`src/rtl/tta_pkg.sv`:
```
package tta_pkg;

    typedef enum logic {
        DEPTH_THIN  = 1'b0,
        DEPTH_THICK = 1'b1
    } tta_depth_e;

    // log2 of the tile depth for the selected mode
    function automatic int unsigned depth_log(input tta_depth_e mode, input int unsigned thick_log);
        return (mode == DEPTH_THICK) ? thick_log : 0;
    endfunction

endpackage

```
`src/rtl/tta_geom.sv`:
```
module tta_geom
    import tta_pkg::*;
#(
    parameter int COORD_W   = 14,
    parameter int BPE_W     = 8,
    parameter int DIM_W     = 15,
    parameter int SLICE_W   = 11,
    parameter int SIZE_W    = 32,
    parameter int LEVEL_W   = 40,
    parameter int ADDR_W    = 64,
    parameter int TILE_LOG  = 3,
    parameter int THICK_LOG = 2,
    localparam int EIDX_W   = 2 * TILE_LOG + THICK_LOG
) (
    input  logic                 clk,
    input  logic                 rst_n,
    input  logic                 in_valid,
    input  logic                 in_thick,
    input  logic [COORD_W-1:0]   x,
    input  logic [COORD_W-1:0]   y,
    input  logic [COORD_W-1:0]   z,
    input  logic [BPE_W-1:0]     bpe,
    input  logic [DIM_W-1:0]     pad_w,
    input  logic [DIM_W-1:0]     pad_h,
    input  logic [SLICE_W-1:0]   array_slice,
    input  logic [SIZE_W-1:0]    slice_bytes,
    input  logic [LEVEL_W-1:0]   level_base,
    output logic                 s1_valid,
    output logic [ADDR_W-1:0]    s1_tile_idx,
    output logic [ADDR_W-1:0]    s1_tps,
    output logic [ADDR_W-1:0]    s1_slab,
    output logic [ADDR_W-1:0]    s1_tile_bytes,
    output logic [EIDX_W-1:0]    s1_elem,
    output logic [BPE_W-1:0]     s1_bpe,
    output logic [ADDR_W-1:0]    s1_base
);

    // bytes per tile in thin mode is edge^2 * bpe / 8
    localparam int TB_SHIFT = 2 * TILE_LOG - 3;

    typedef struct packed {
        logic              vld;
        logic              thick;
        logic [ADDR_W-1:0] tile_idx;
        logic [ADDR_W-1:0] tps;
        logic [ADDR_W-1:0] slab;
        logic [ADDR_W-1:0] tile_bytes;
        logic [EIDX_W-1:0] elem;
        logic [BPE_W-1:0]  bpe;
        logic [ADDR_W-1:0] base;
    } geom_t;

    geom_t geom_d, geom_q;

    // Morton-ordered element index inside the tile
    logic [EIDX_W-1:0] mort;
    for (genvar g = 0; g < TILE_LOG; g++) begin : g_mort
        assign mort[2*g]   = x[g];
        assign mort[2*g+1] = y[g];
    end
    assign mort[EIDX_W-1 -: THICK_LOG] = in_thick ? z[THICK_LOG-1:0] : '0;

    logic [ADDR_W-1:0] tpr, tps_raw;
    tta_depth_e        mode;

    always_comb begin
        mode    = tta_depth_e'(in_thick);
        tpr     = ADDR_W'(pad_w) >> TILE_LOG;
        tps_raw = tpr * (ADDR_W'(pad_h) >> TILE_LOG);

        geom_d     = geom_q;
        geom_d.vld = in_valid;
        if (in_valid) begin
            geom_d.thick      = in_thick;
            geom_d.tile_idx   = (ADDR_W'(y) >> TILE_LOG) * tpr + (ADDR_W'(x) >> TILE_LOG);
            geom_d.tps        = (tps_raw == '0) ? ADDR_W'(1) : tps_raw;
            geom_d.slab       = ADDR_W'(z) >> depth_log(mode, THICK_LOG);
            geom_d.tile_bytes = ADDR_W'(bpe) << (TB_SHIFT + depth_log(mode, THICK_LOG));
            geom_d.elem       = mort;
            geom_d.bpe        = bpe;
            geom_d.base       = ADDR_W'(level_base) + ADDR_W'(array_slice) * ADDR_W'(slice_bytes);
        end
    end

    always_ff @(posedge clk) begin
        if (!rst_n) geom_q <= '0;
        else        geom_q <= geom_d;
    end

    assign s1_valid      = geom_q.vld;
    assign s1_tile_idx   = geom_q.tile_idx;
    assign s1_tps        = geom_q.tps;
    assign s1_slab       = geom_q.slab;
    assign s1_tile_bytes = geom_q.tile_bytes;
    assign s1_elem       = geom_q.elem;
    assign s1_bpe        = geom_q.bpe;
    assign s1_base       = geom_q.base;

    // a thin request leaves the depth bits of the element index clear
    a_r3_thin_depth_bits_clear: assert property (@(posedge clk) disable iff (!rst_n)
        (in_valid && !in_thick) |=> (s1_elem[EIDX_W-1 -: THICK_LOG] == '0));

    // tiles per slab never reaches zero
    a_r7_tps_nonzero: assert property (@(posedge clk) disable iff (!rst_n)
        s1_valid |-> (s1_tps != '0));

    // tile size follows bits per element of the same request
    a_r5_tile_bytes_zero: assert property (@(posedge clk) disable iff (!rst_n)
        (in_valid && bpe == '0) |=> (s1_tile_bytes == '0));

endmodule

```
`src/rtl/tta_combine.sv`:
```
module tta_combine #(
    parameter int BPE_W  = 8,
    parameter int ADDR_W = 64,
    parameter int EIDX_W = 8
) (
    input  logic              clk,
    input  logic              rst_n,
    input  logic              s1_valid,
    input  logic [ADDR_W-1:0] s1_tile_idx,
    input  logic [ADDR_W-1:0] s1_tps,
    input  logic [ADDR_W-1:0] s1_slab,
    input  logic [ADDR_W-1:0] s1_tile_bytes,
    input  logic [EIDX_W-1:0] s1_elem,
    input  logic [BPE_W-1:0]  s1_bpe,
    input  logic [ADDR_W-1:0] s1_base,
    output logic              s2_valid,
    output logic [ADDR_W-1:0] s2_byte_off,
    output logic [ADDR_W-1:0] s2_elem_bits
);

    typedef struct packed {
        logic              vld;
        logic [ADDR_W-1:0] byte_off;
        logic [ADDR_W-1:0] elem_bits;
    } comb_t;

    comb_t comb_d, comb_q;
    logic [ADDR_W-1:0] tile_count;

    always_comb begin
        tile_count   = s1_slab * s1_tps + s1_tile_idx;
        comb_d       = comb_q;
        comb_d.vld   = s1_valid;
        if (s1_valid) begin
            comb_d.byte_off  = tile_count * s1_tile_bytes + s1_base;
            comb_d.elem_bits = ADDR_W'(s1_elem) * ADDR_W'(s1_bpe);
        end
    end

    always_ff @(posedge clk) begin
        if (!rst_n) comb_q <= '0;
        else        comb_q <= comb_d;
    end

    assign s2_valid     = comb_q.vld;
    assign s2_byte_off  = comb_q.byte_off;
    assign s2_elem_bits = comb_q.elem_bits;

    // every stage-1 request reaches stage 2 on the next edge
    a_r1_stage_follow: assert property (@(posedge clk) disable iff (!rst_n)
        s1_valid |=> s2_valid);

endmodule

```
`src/rtl/texel_tile_addr.sv`:
```
module texel_tile_addr #(
    parameter int COORD_W   = 14,
    parameter int BPE_W     = 8,
    parameter int DIM_W     = 15,
    parameter int SLICE_W   = 11,
    parameter int SIZE_W    = 32,
    parameter int LEVEL_W   = 40,
    parameter int ADDR_W    = 64,
    parameter int TILE_LOG  = 3,
    parameter int THICK_LOG = 2
) (
    input  logic               clk,
    input  logic               rst_n,
    input  logic               in_valid,
    input  logic               thick,
    input  logic [COORD_W-1:0] x,
    input  logic [COORD_W-1:0] y,
    input  logic [COORD_W-1:0] z,
    input  logic [BPE_W-1:0]   bpe,
    input  logic [DIM_W-1:0]   pad_w,
    input  logic [DIM_W-1:0]   pad_h,
    input  logic [SLICE_W-1:0] array_slice,
    input  logic [SIZE_W-1:0]  slice_bytes,
    input  logic [LEVEL_W-1:0] level_base,
    output logic               out_valid,
    output logic [ADDR_W-1:0]  bit_addr
);

    localparam int EIDX_W = 2 * TILE_LOG + THICK_LOG;

    logic              s1_valid;
    logic [ADDR_W-1:0] s1_tile_idx, s1_tps, s1_slab, s1_tile_bytes, s1_base;
    logic [EIDX_W-1:0] s1_elem;
    logic [BPE_W-1:0]  s1_bpe;
    logic              s2_valid;
    logic [ADDR_W-1:0] s2_byte_off, s2_elem_bits;

    tta_geom #(
        .COORD_W(COORD_W), .BPE_W(BPE_W), .DIM_W(DIM_W), .SLICE_W(SLICE_W),
        .SIZE_W(SIZE_W), .LEVEL_W(LEVEL_W), .ADDR_W(ADDR_W),
        .TILE_LOG(TILE_LOG), .THICK_LOG(THICK_LOG)
    ) u_geom (
        .clk(clk), .rst_n(rst_n), .in_valid(in_valid), .in_thick(thick),
        .x(x), .y(y), .z(z), .bpe(bpe), .pad_w(pad_w), .pad_h(pad_h),
        .array_slice(array_slice), .slice_bytes(slice_bytes), .level_base(level_base),
        .s1_valid(s1_valid), .s1_tile_idx(s1_tile_idx), .s1_tps(s1_tps),
        .s1_slab(s1_slab), .s1_tile_bytes(s1_tile_bytes), .s1_elem(s1_elem),
        .s1_bpe(s1_bpe), .s1_base(s1_base)
    );

    tta_combine #(
        .BPE_W(BPE_W), .ADDR_W(ADDR_W), .EIDX_W(EIDX_W)
    ) u_combine (
        .clk(clk), .rst_n(rst_n), .s1_valid(s1_valid), .s1_tile_idx(s1_tile_idx),
        .s1_tps(s1_tps), .s1_slab(s1_slab), .s1_tile_bytes(s1_tile_bytes),
        .s1_elem(s1_elem), .s1_bpe(s1_bpe), .s1_base(s1_base),
        .s2_valid(s2_valid), .s2_byte_off(s2_byte_off), .s2_elem_bits(s2_elem_bits)
    );

    typedef struct packed {
        logic              vld;
        logic [ADDR_W-1:0] addr;
    } out_t;

    out_t out_d, out_q;

    always_comb begin
        out_d     = out_q;
        out_d.vld = s2_valid;
        if (s2_valid) out_d.addr = (s2_byte_off << 3) + s2_elem_bits;
    end

    always_ff @(posedge clk) begin
        if (!rst_n) out_q <= '0;
        else        out_q <= out_d;
    end

    assign out_valid = out_q.vld;
    assign bit_addr  = out_q.addr;

    // a stage-2 request is presented on the next edge
    a_r1_valid_follow: assert property (@(posedge clk) disable iff (!rst_n)
        s2_valid |=> out_valid);

    // an empty slot leaves the address untouched
    a_r10_hold_when_idle: assert property (@(posedge clk) disable iff (!rst_n)
        !s2_valid |=> $stable(bit_addr));

    // a presented address is fully defined
    a_r9_no_unknown: assert property (@(posedge clk) disable iff (!rst_n)
        out_valid |-> !$isunknown(bit_addr));

endmodule

```
`config.mk`:
```
export PLATFORM = sky130hd
export DESIGN_NAME = texel_tile_addr
export DESIGN_NICKNAME = d
export VERILOG_FILES = /design/src/rtl/tta_pkg.sv /design/src/rtl/tta_geom.sv /design/src/rtl/tta_combine.sv /design/src/rtl/texel_tile_addr.sv
export SDC_FILE = /design/constraint.sdc
export NUM_CORES = 2
export LEC_CHECK = 0
export ABC_AREA = 1
export BUFFER_PORTS_ARGS = -buffer_cell sky130_fd_sc_hd__buf_2
export CELL_PAD_IN_SITES_DETAIL_PLACEMENT = 1
export CELL_PAD_IN_SITES_GLOBAL_PLACEMENT = 2
export CORE_MARGIN = 5
export CORE_UTILIZATION = 39
export DETAILED_ROUTE_END_ITERATION = 16
export PLACE_DENSITY = 0.89
export RECOVER_POWER = 50
export REMOVE_ABC_BUFFERS = 1
export SLEW_MARGIN = 20
export SYNTH_ARGS = -nofsm -noshare
export SYNTH_HDL_FRONTEND = slang
export SYNTH_SLANG_ARGS = --single-unit
```
`constraint.sdc`:
```
create_clock -name clk -period 16.9 [get_ports clk]
set_input_delay 0 -clock clk [delete_from_list [all_inputs] [get_ports clk]]
set_output_delay 0 -clock clk [all_outputs]
set_load 0.005 [all_outputs]
```
---- Yosys cells after proc, flatten, opt, wreduce, memory -nomap -nowiden ----
Cells that the tools add are included.
storage, ports and cells
  bits in registers ....................... 460
  output and inout port bits .............. 65
  input port bits ......................... 167
  word-level logic and storage cells ...... 31
operators by class
  shift-type cells ........................ 2
  reductions and logical operators ........ 1
  add/sub/neg operators ................... 6
  multiply operators ...................... 6
  mux-type cells .......................... 3
operator list
  operator                                                         count
  64-bit by 11-bit adder with 64-bit output                        1
  64-bit by 16-bit adder with 64-bit output                        1
  64-bit adder                                                     1
  64-bit logical NOT                                               1
  64-bit by 64-bit multiplier with 61-bit output                   1
  64-bit by 64-bit multiplier with 64-bit output                   1
  64-bit two-way mux                                               1
  8-bit by 32-bit left shift with 64-bit output                    1
  14-bit by 32-bit >> shifter with 64-bit output                   1
  61-bit by 44-bit adder with 61-bit output                        1
  40-bit by 43-bit adder with 44-bit output                        1
  11-bit by 32-bit multiplier with 43-bit output                   1
  2-bit by 32-bit adder with 32-bit output (first input constant)  1
  12-bit by 12-bit multiplier with 24-bit output                   1
  11-bit by 12-bit multiplier with 23-bit output                   1
  8-bit by 8-bit multiplier with 16-bit output                     1
  2-bit two-way mux                                                2

---- Longest topological paths before layout ----
  depth in word-level cells ............... 4
  mapped depth ............................ 64

---- Modules after synthesis ----
From an unflattened synthesis, not the netlist that was laid out.
unflattened totals
  cell total of the unflattened synthesis .. 22871
  area, all modules ....................... 174474.8 um^2
by module, submodules not included
  module           cells an instance  area each (um^2)  times used
  tta_combine      17366              137415.5          1
  tta_geom         4020               29263.1           1
  texel_tile_addr  1485               7796.2            1

---- Worst setup path before layout ----
OpenSTA, ideal clock, no wires.
  path kind ............................... reg2reg
  start ................................... register u_geom.geom_q, in the netlist u_geom.s1_slab[12]
  end ..................................... register u_combine.comb_q, in the netlist u_combine.s2_byte_off[54]
  arrival time ............................ 12526 ps
  library setup time ...................... 115 ps
  stages on the path, launching flop included .. 58
  buffers on the path ..................... 3
  setup slack ............................. 4258 ps
  path through ............................ dfxtp_1 clkbuf_1 clkbuf_1 nand2_1 inv_1 fa_1 fa_1 fa_1 fa_1 fa_1 inv_1 fa_1 inv_1 ha_1 ha_1 fa_1 inv_1 fa_1 (+22 left out) inv_1 ha_1 ha_1 inv_1 fa_1 inv_1 ha_1 nand2_1 nor2_1 inv_1 nor2_1 inv_1 nor4_1 nand3_1 nand3_1 nor2_1 o21ai_0 inv_1
on the way
  cells in the longest elaborated chain, start to end .. 4
ends and longest elaborated chain
  item                                            RTL line           source
  start: declaration                              tta_geom.sv:53     geom_t geom_d, geom_q;
  start signal: assignment                        tta_geom.sv:87     else geom_q <= geom_d;
  64-bit by 64-bit multiplier with 64-bit output  tta_combine.sv:31  tile_count = s1_slab * s1_tps + s1_tile_idx;
  64-bit adder                                    tta_combine.sv:31
  64-bit by 64-bit multiplier with 61-bit output  tta_combine.sv:35  comb_d.byte_off = tile_count * s1_tile_bytes + s1_base;
  61-bit by 44-bit adder with 61-bit output       tta_combine.sv:35
  end signal: assignment                          tta_combine.sv:42  else comb_q <= comb_d;
  end: declaration                                tta_combine.sv:27  comb_t comb_d, comb_q;
No other way between the ends.
A chain may end at the register's enable or synchronous reset.

---- Worst setup path after layout ----
  start ................................... register u_geom.geom_q, in the netlist u_geom.s1_slab[5]
  end ..................................... register u_combine.comb_q, in the netlist u_combine.s2_byte_off[43]
The elaborated chain is that of the path after synthesis.

==> results.md <==
- The run finished, with violations left.
- The checks that failed: max-capacitance violations, max-slew violations.
- Once layout is complete, the cells apart from fillers number ~13000.
- CTS placed an instance of clkbuf_16 at the clock tree root.
- No sink is reached through more buffers than the 3 on the longest clock path.
- The routed length on met2 is around 130000 µm.
- The largest single stage delay on the critical path is around 740 ps.
- In this run switching power makes up between 60% and 70% of total power.
- The kind of critical path is reg2reg.
- The area of the core is between 0.15 and 0.2 mm².
- The worst supply voltage drop on vdd is roughly 240 µV.
- The die extent in x is around 450 µm.
- Subtracting the final worst setup slack from the clock period gives about 15000 ps.
- The later-pin clock latency in the skew report is 620 ps.
- In the routed design, unresolved DRC markers number 0.
- The cell that appears most often on the critical path is inv_1.
- The required time of the critical path is 17390 ps.
- The share of synthesized area occupied by flip-flops and latches is roughly 7.3%.
- The fill cell total of the finished layout is 24146.
- The mean area per synthesized cell is ~7.5 µm².
- The slowest stage cell on the critical path is dfxtp_1.
- Data arrives at the worst endpoint at around 15000 ps.
- The clock network power share is between 6 and 7%.
- The startpoint identified for the worst register-to-register timing path is u_geom.s1_slab[5].
- The worst pin sits at a relative slew slack of -149%.
- The number of vias after detailed routing is about 64000.
- The synthesized instance count is just over 10000.
- The total length of routed wires is 255000 µm.
- The first element of the critical path is u_geom.s1_slab[5].
- The instance count along the most critical hold path is 5.
- The net switching power figure is around 8800 µW.
- The sum of negative setup slack is 0 ps.
- The synthesized netlist contains 72 unique library cells.
- The mapped netlist covers around 0.076 mm².
- The class of the tightest hold or removal check is in2reg.
- The share of power burned in combinational logic is 86.2%.
- From synthesis to final layout, the design area changed by 6.69%.
- The die covers between 0.2 and 0.25 mm².
- Cells fill a little over two fifths of the core in the end.
- The critical path endpoint category is a flop.
- The number of antenna violations at the first check in global routing is 4.
- Setup repair after global routing left no endpoint under its margin.
- The number of enable-type register cells in the synthesized netlist is 0.
- The end point of the worst hold path is u_geom.s1_tile_idx[7].
- Clock-pin slew was measured on the worst setup and hold paths at roughly 60 ps.
- The endpoint identified for the worst register-to-register timing path is u_combine.s2_byte_off[43].
- The internal power of the cells totals 5250 µW.
- The wire length of the first global-routing pass is just over 400000 µm.
- The power density over the cells is between 150 and 200 mW/mm².
- The hold violation count in the final report is 0.
- The leakage power figure is 0.0466 µW.
- The remaining antenna violation count after routing is 0.
- The number of placed instances, taps included, is 12612.
- The starting DRC count in detailed routing is 2996.
- The number of failing setup endpoints in the final timing report is 0.
- The routed wire length on met3 is ~12000 µm.
- The clock tree from TritonCTS is done.
- In this run the core area contains ~160 standard-cell rows.
- TritonCTS created 40 clock buffers.
- The H-tree was split into 2 levels.
- The worst setup path is launched from a flop.
- The highest signal layer in the routed design is met4.
- Synthesis inferred about 280 register bits.
- Counting flops with an async set or reset pin after synthesis yields a share of 0%.
- The sequential fraction of design power is 7.2%.
- In this run the most critical hold path is launched from x[10].
- The register-to-register setup slack is between 2000 and 2500 ps.
- The effective utilization at floorplan is between 30% and 40%.
- Buffers placed on the I/O ports in this run total roughly 220.
- The CTS sink count is about 280.
- After legalization and detailed placement, the total HPWL measured 219000 µm.
- The average wire length per cell after detail routing is between 15 and 20 µm.
- The number of global-route vias before repair is between 70000 and 80000.
- The maximum frequency from static timing analysis is 67.8 MHz.
- Across every metal layer, demand over resource in global routing totals between 20% and 30%.
- The first-pass detailed-route iteration total is 5.
- The primary flip-flop cell chosen by synthesis mapping is dfxtp_1.
- In this run the worst path has a maximum fanout of 12.
- The worst reg-to-reg path cell count is between 50 and 60.
- In the final layout, the share of cells above drive strength 1 is under 10%.
- Routability-driven placement finished with a final weighted congestion of 0.954.
- The pin count of the biggest net entering global routing is 96.
- The tool flagged a number of max-cap violations equal to 8.
- From bottom edge to top edge, the die measures 450 µm.
- Ranked by total cell area, the synthesized netlist is headed by fa_1, ha_1, inv_1, nand2_1, dfxtp_1.
- After detailed routing, the wire length on met1 is roughly 110000 µm.
- The count of synthesis-stage warnings from yosys is 0.
- At the pin with the least slew margin, the transition time is 3730 ps.
- The worst path uses slightly below 90% of the clock period.
- The remaining global-route overflow is 0.
- After clock tree synthesis, the setup repair step added 0 buffers.
- fa_1 takes more of the synthesized area than any other cell.
- On the final layout, the worst clock skew is about 39 ps.
- The per-cell via count in the routed design is 5.06.
- The net count of the finished layout is between 10000 and 15000.
- Pin placement for this block handled 232 I/O pins.
- The number of pins with negative max-slew slack in the final report is between 300 and 400.
- The area share of the largest cell type after synthesis is 35.4%.
flip-flops by register name, summed over array words and instances (netlist names):
name	flops
bit_addr	63
u_combine.s2_byte_off	59
u_geom.s1_base	44
u_geom.s1_tile_idx	24
u_geom.s1_tps	24
u_combine.s2_elem_bits	16
u_geom.s1_slab	14
u_geom.s1_tile_bytes	14
u_geom.s1_bpe	8
u_geom.s1_elem	8
out_valid	1
u_combine.s2_valid	1
u_geom.s1_valid	1
cells by family (layout without fill, tap and decap cells):
| kind of cell | after synthesis | in the layout | share of synthesized area [%] |
|---|---|---|---|
| compound gates | 816 | 816 | 6.28 |
| other cells | 1 | 6 | 0.00496 |
| fa+ha+maj | 2217 | 2217 | 49.9 |
| buf+inv | 3169 | 3219 | 16.0 |
| flops | 277 | 277 | 7.33 |
| xor+xnor | 102 | 102 | 1.29 |
| simple gates | 3571 | 3571 | 19.2 |
what timing repair did:
action / 4_1_cts / 5_1_grt
hold buffers: 45 / 0
gates resized for setup: 0 / 0
setup endpoints to repair: 0 / 0
endpoints found under the hold margin: 47 / 0
power groups by stage:
stage	Sequential [µW]	Clock (µW)	Combinational, µW
floorplan	903	0	7880
global placement	1020	0	11700
detailed placement	1020	0	12000
CTS	1010	956	12100
global route	1020	979	13600
finish	1010	930	12100
cells in the mapped netlist, types with 25 or more instances:
| cell | count |
|---|---|
| inv_1 | 2796 |
| nand2_1 | 2169 |
| fa_1 | 1336 |
| ha_1 | 881 |
| nor2_1 | 859 |
| clkbuf_1 | 299 |
| o21ai_0 | 297 |
| a21oi_1 | 283 |
| dfxtp_1 | 277 |
| nand3_1 | 274 |
| xor2_1 | 66 |
| nand4_1 | 62 |
| nor3_1 | 50 |
| nor2_2 | 47 |
| o211ai_1 | 46 |
| a31oi_1 | 32 |
| o21bai_1 | 29 |
| a22o_1 | 25 |
| xnor2_1 | 25 |
worst max-delay path: cells and delay by family (launching register included):
family | cells | cell delay, ps
fa+ha+maj | 21 | 9260
simple gates | 15 | 2580
buf+inv | 19 | 1420
flops | 1 | 740
compound gates | 3 | 620
per-layer routing:
layer  vias up  global-route usage [%]
li1      29857                       -
met1     32920                    31.3
met2      1344                    46.0
met3       370                    3.08
met4         0                    7.60
met5         -                       0
per-stage QoR:
step           hold slack (ps)  area (µm²)  setup WS (ps)  total power [µW]
3_5_place_dp               223       78900           2220             13000
5_1_grt                   63.0       80700           1510             15600
4_1_cts                   6.82       80800           2240             14100
2_1_floorplan             93.5       74100           4080              8790
6_report                  36.5       80700           2160             14000
3_3_place_gp               223       78900           2350             12700
cells in the final DEF, fill, tap and decap left out, types with 6 or more instances in the layout:
cell and instances:
nand2_2 21, fa_1 1336, clkbuf_16 42, nand4_1 62, o221ai_1 18, dlygate4sd3_1 45
or2_2 23, nand2_1 2169, a21oi_1 283, buf_4 59, nor4_1 13, nand3_1 274
o21ai_1 12, o21ai_0 298, clkbuf_1 60, a21o_1 19, inv_2 15, a22o_1 25
nor2_1 859, nor2_2 47, nor3_1 50, xor2_1 66, inv_1 2793, ha_1 881
buf_2 175, o211ai_1 46, o21bai_1 29, o22ai_1 8, dfxtp_1 273, clkinv_2 7
bufinv_16 6, o21ai_2 8, a31oi_1 32, nand3b_1 12, xnor2_1 24, xor2_2 8
area by class of cell:
cell class | count | area [µm²] | area share (%)
well taps | 2526 | 3160 | 3.92
clock buffers | 52 | 1140 | 1.41
inverters | 2813 | 10600 | 13.1
flip-flops and latches | 277 | 5550 | 6.88
multi-input cells | 6707 | 58000 | 71.9
clock inverters | 20 | 303 | 0.375
diodes | 5 | 12.5 | 0.0155
repair buffers | 334 | 1980 | 2.45
how the worst max path moves through the flow:
| stage | to | cells after the start |
|---|---|---|
| final | u_combine.s2_byte_off[43] | 58 |
| after global placement | u_combine.s2_byte_off[54] | 53 |
| after floorplan | u_combine.s2_byte_off[50] | 53 |
| after CTS | u_combine.s2_byte_off[54] | 54 |
| after global routing | u_combine.s2_byte_off[54] | 54 |
| after detailed placement | u_combine.s2_byte_off[43] | 58 |
No activity file was read; power rests on OpenSTA's default activity.
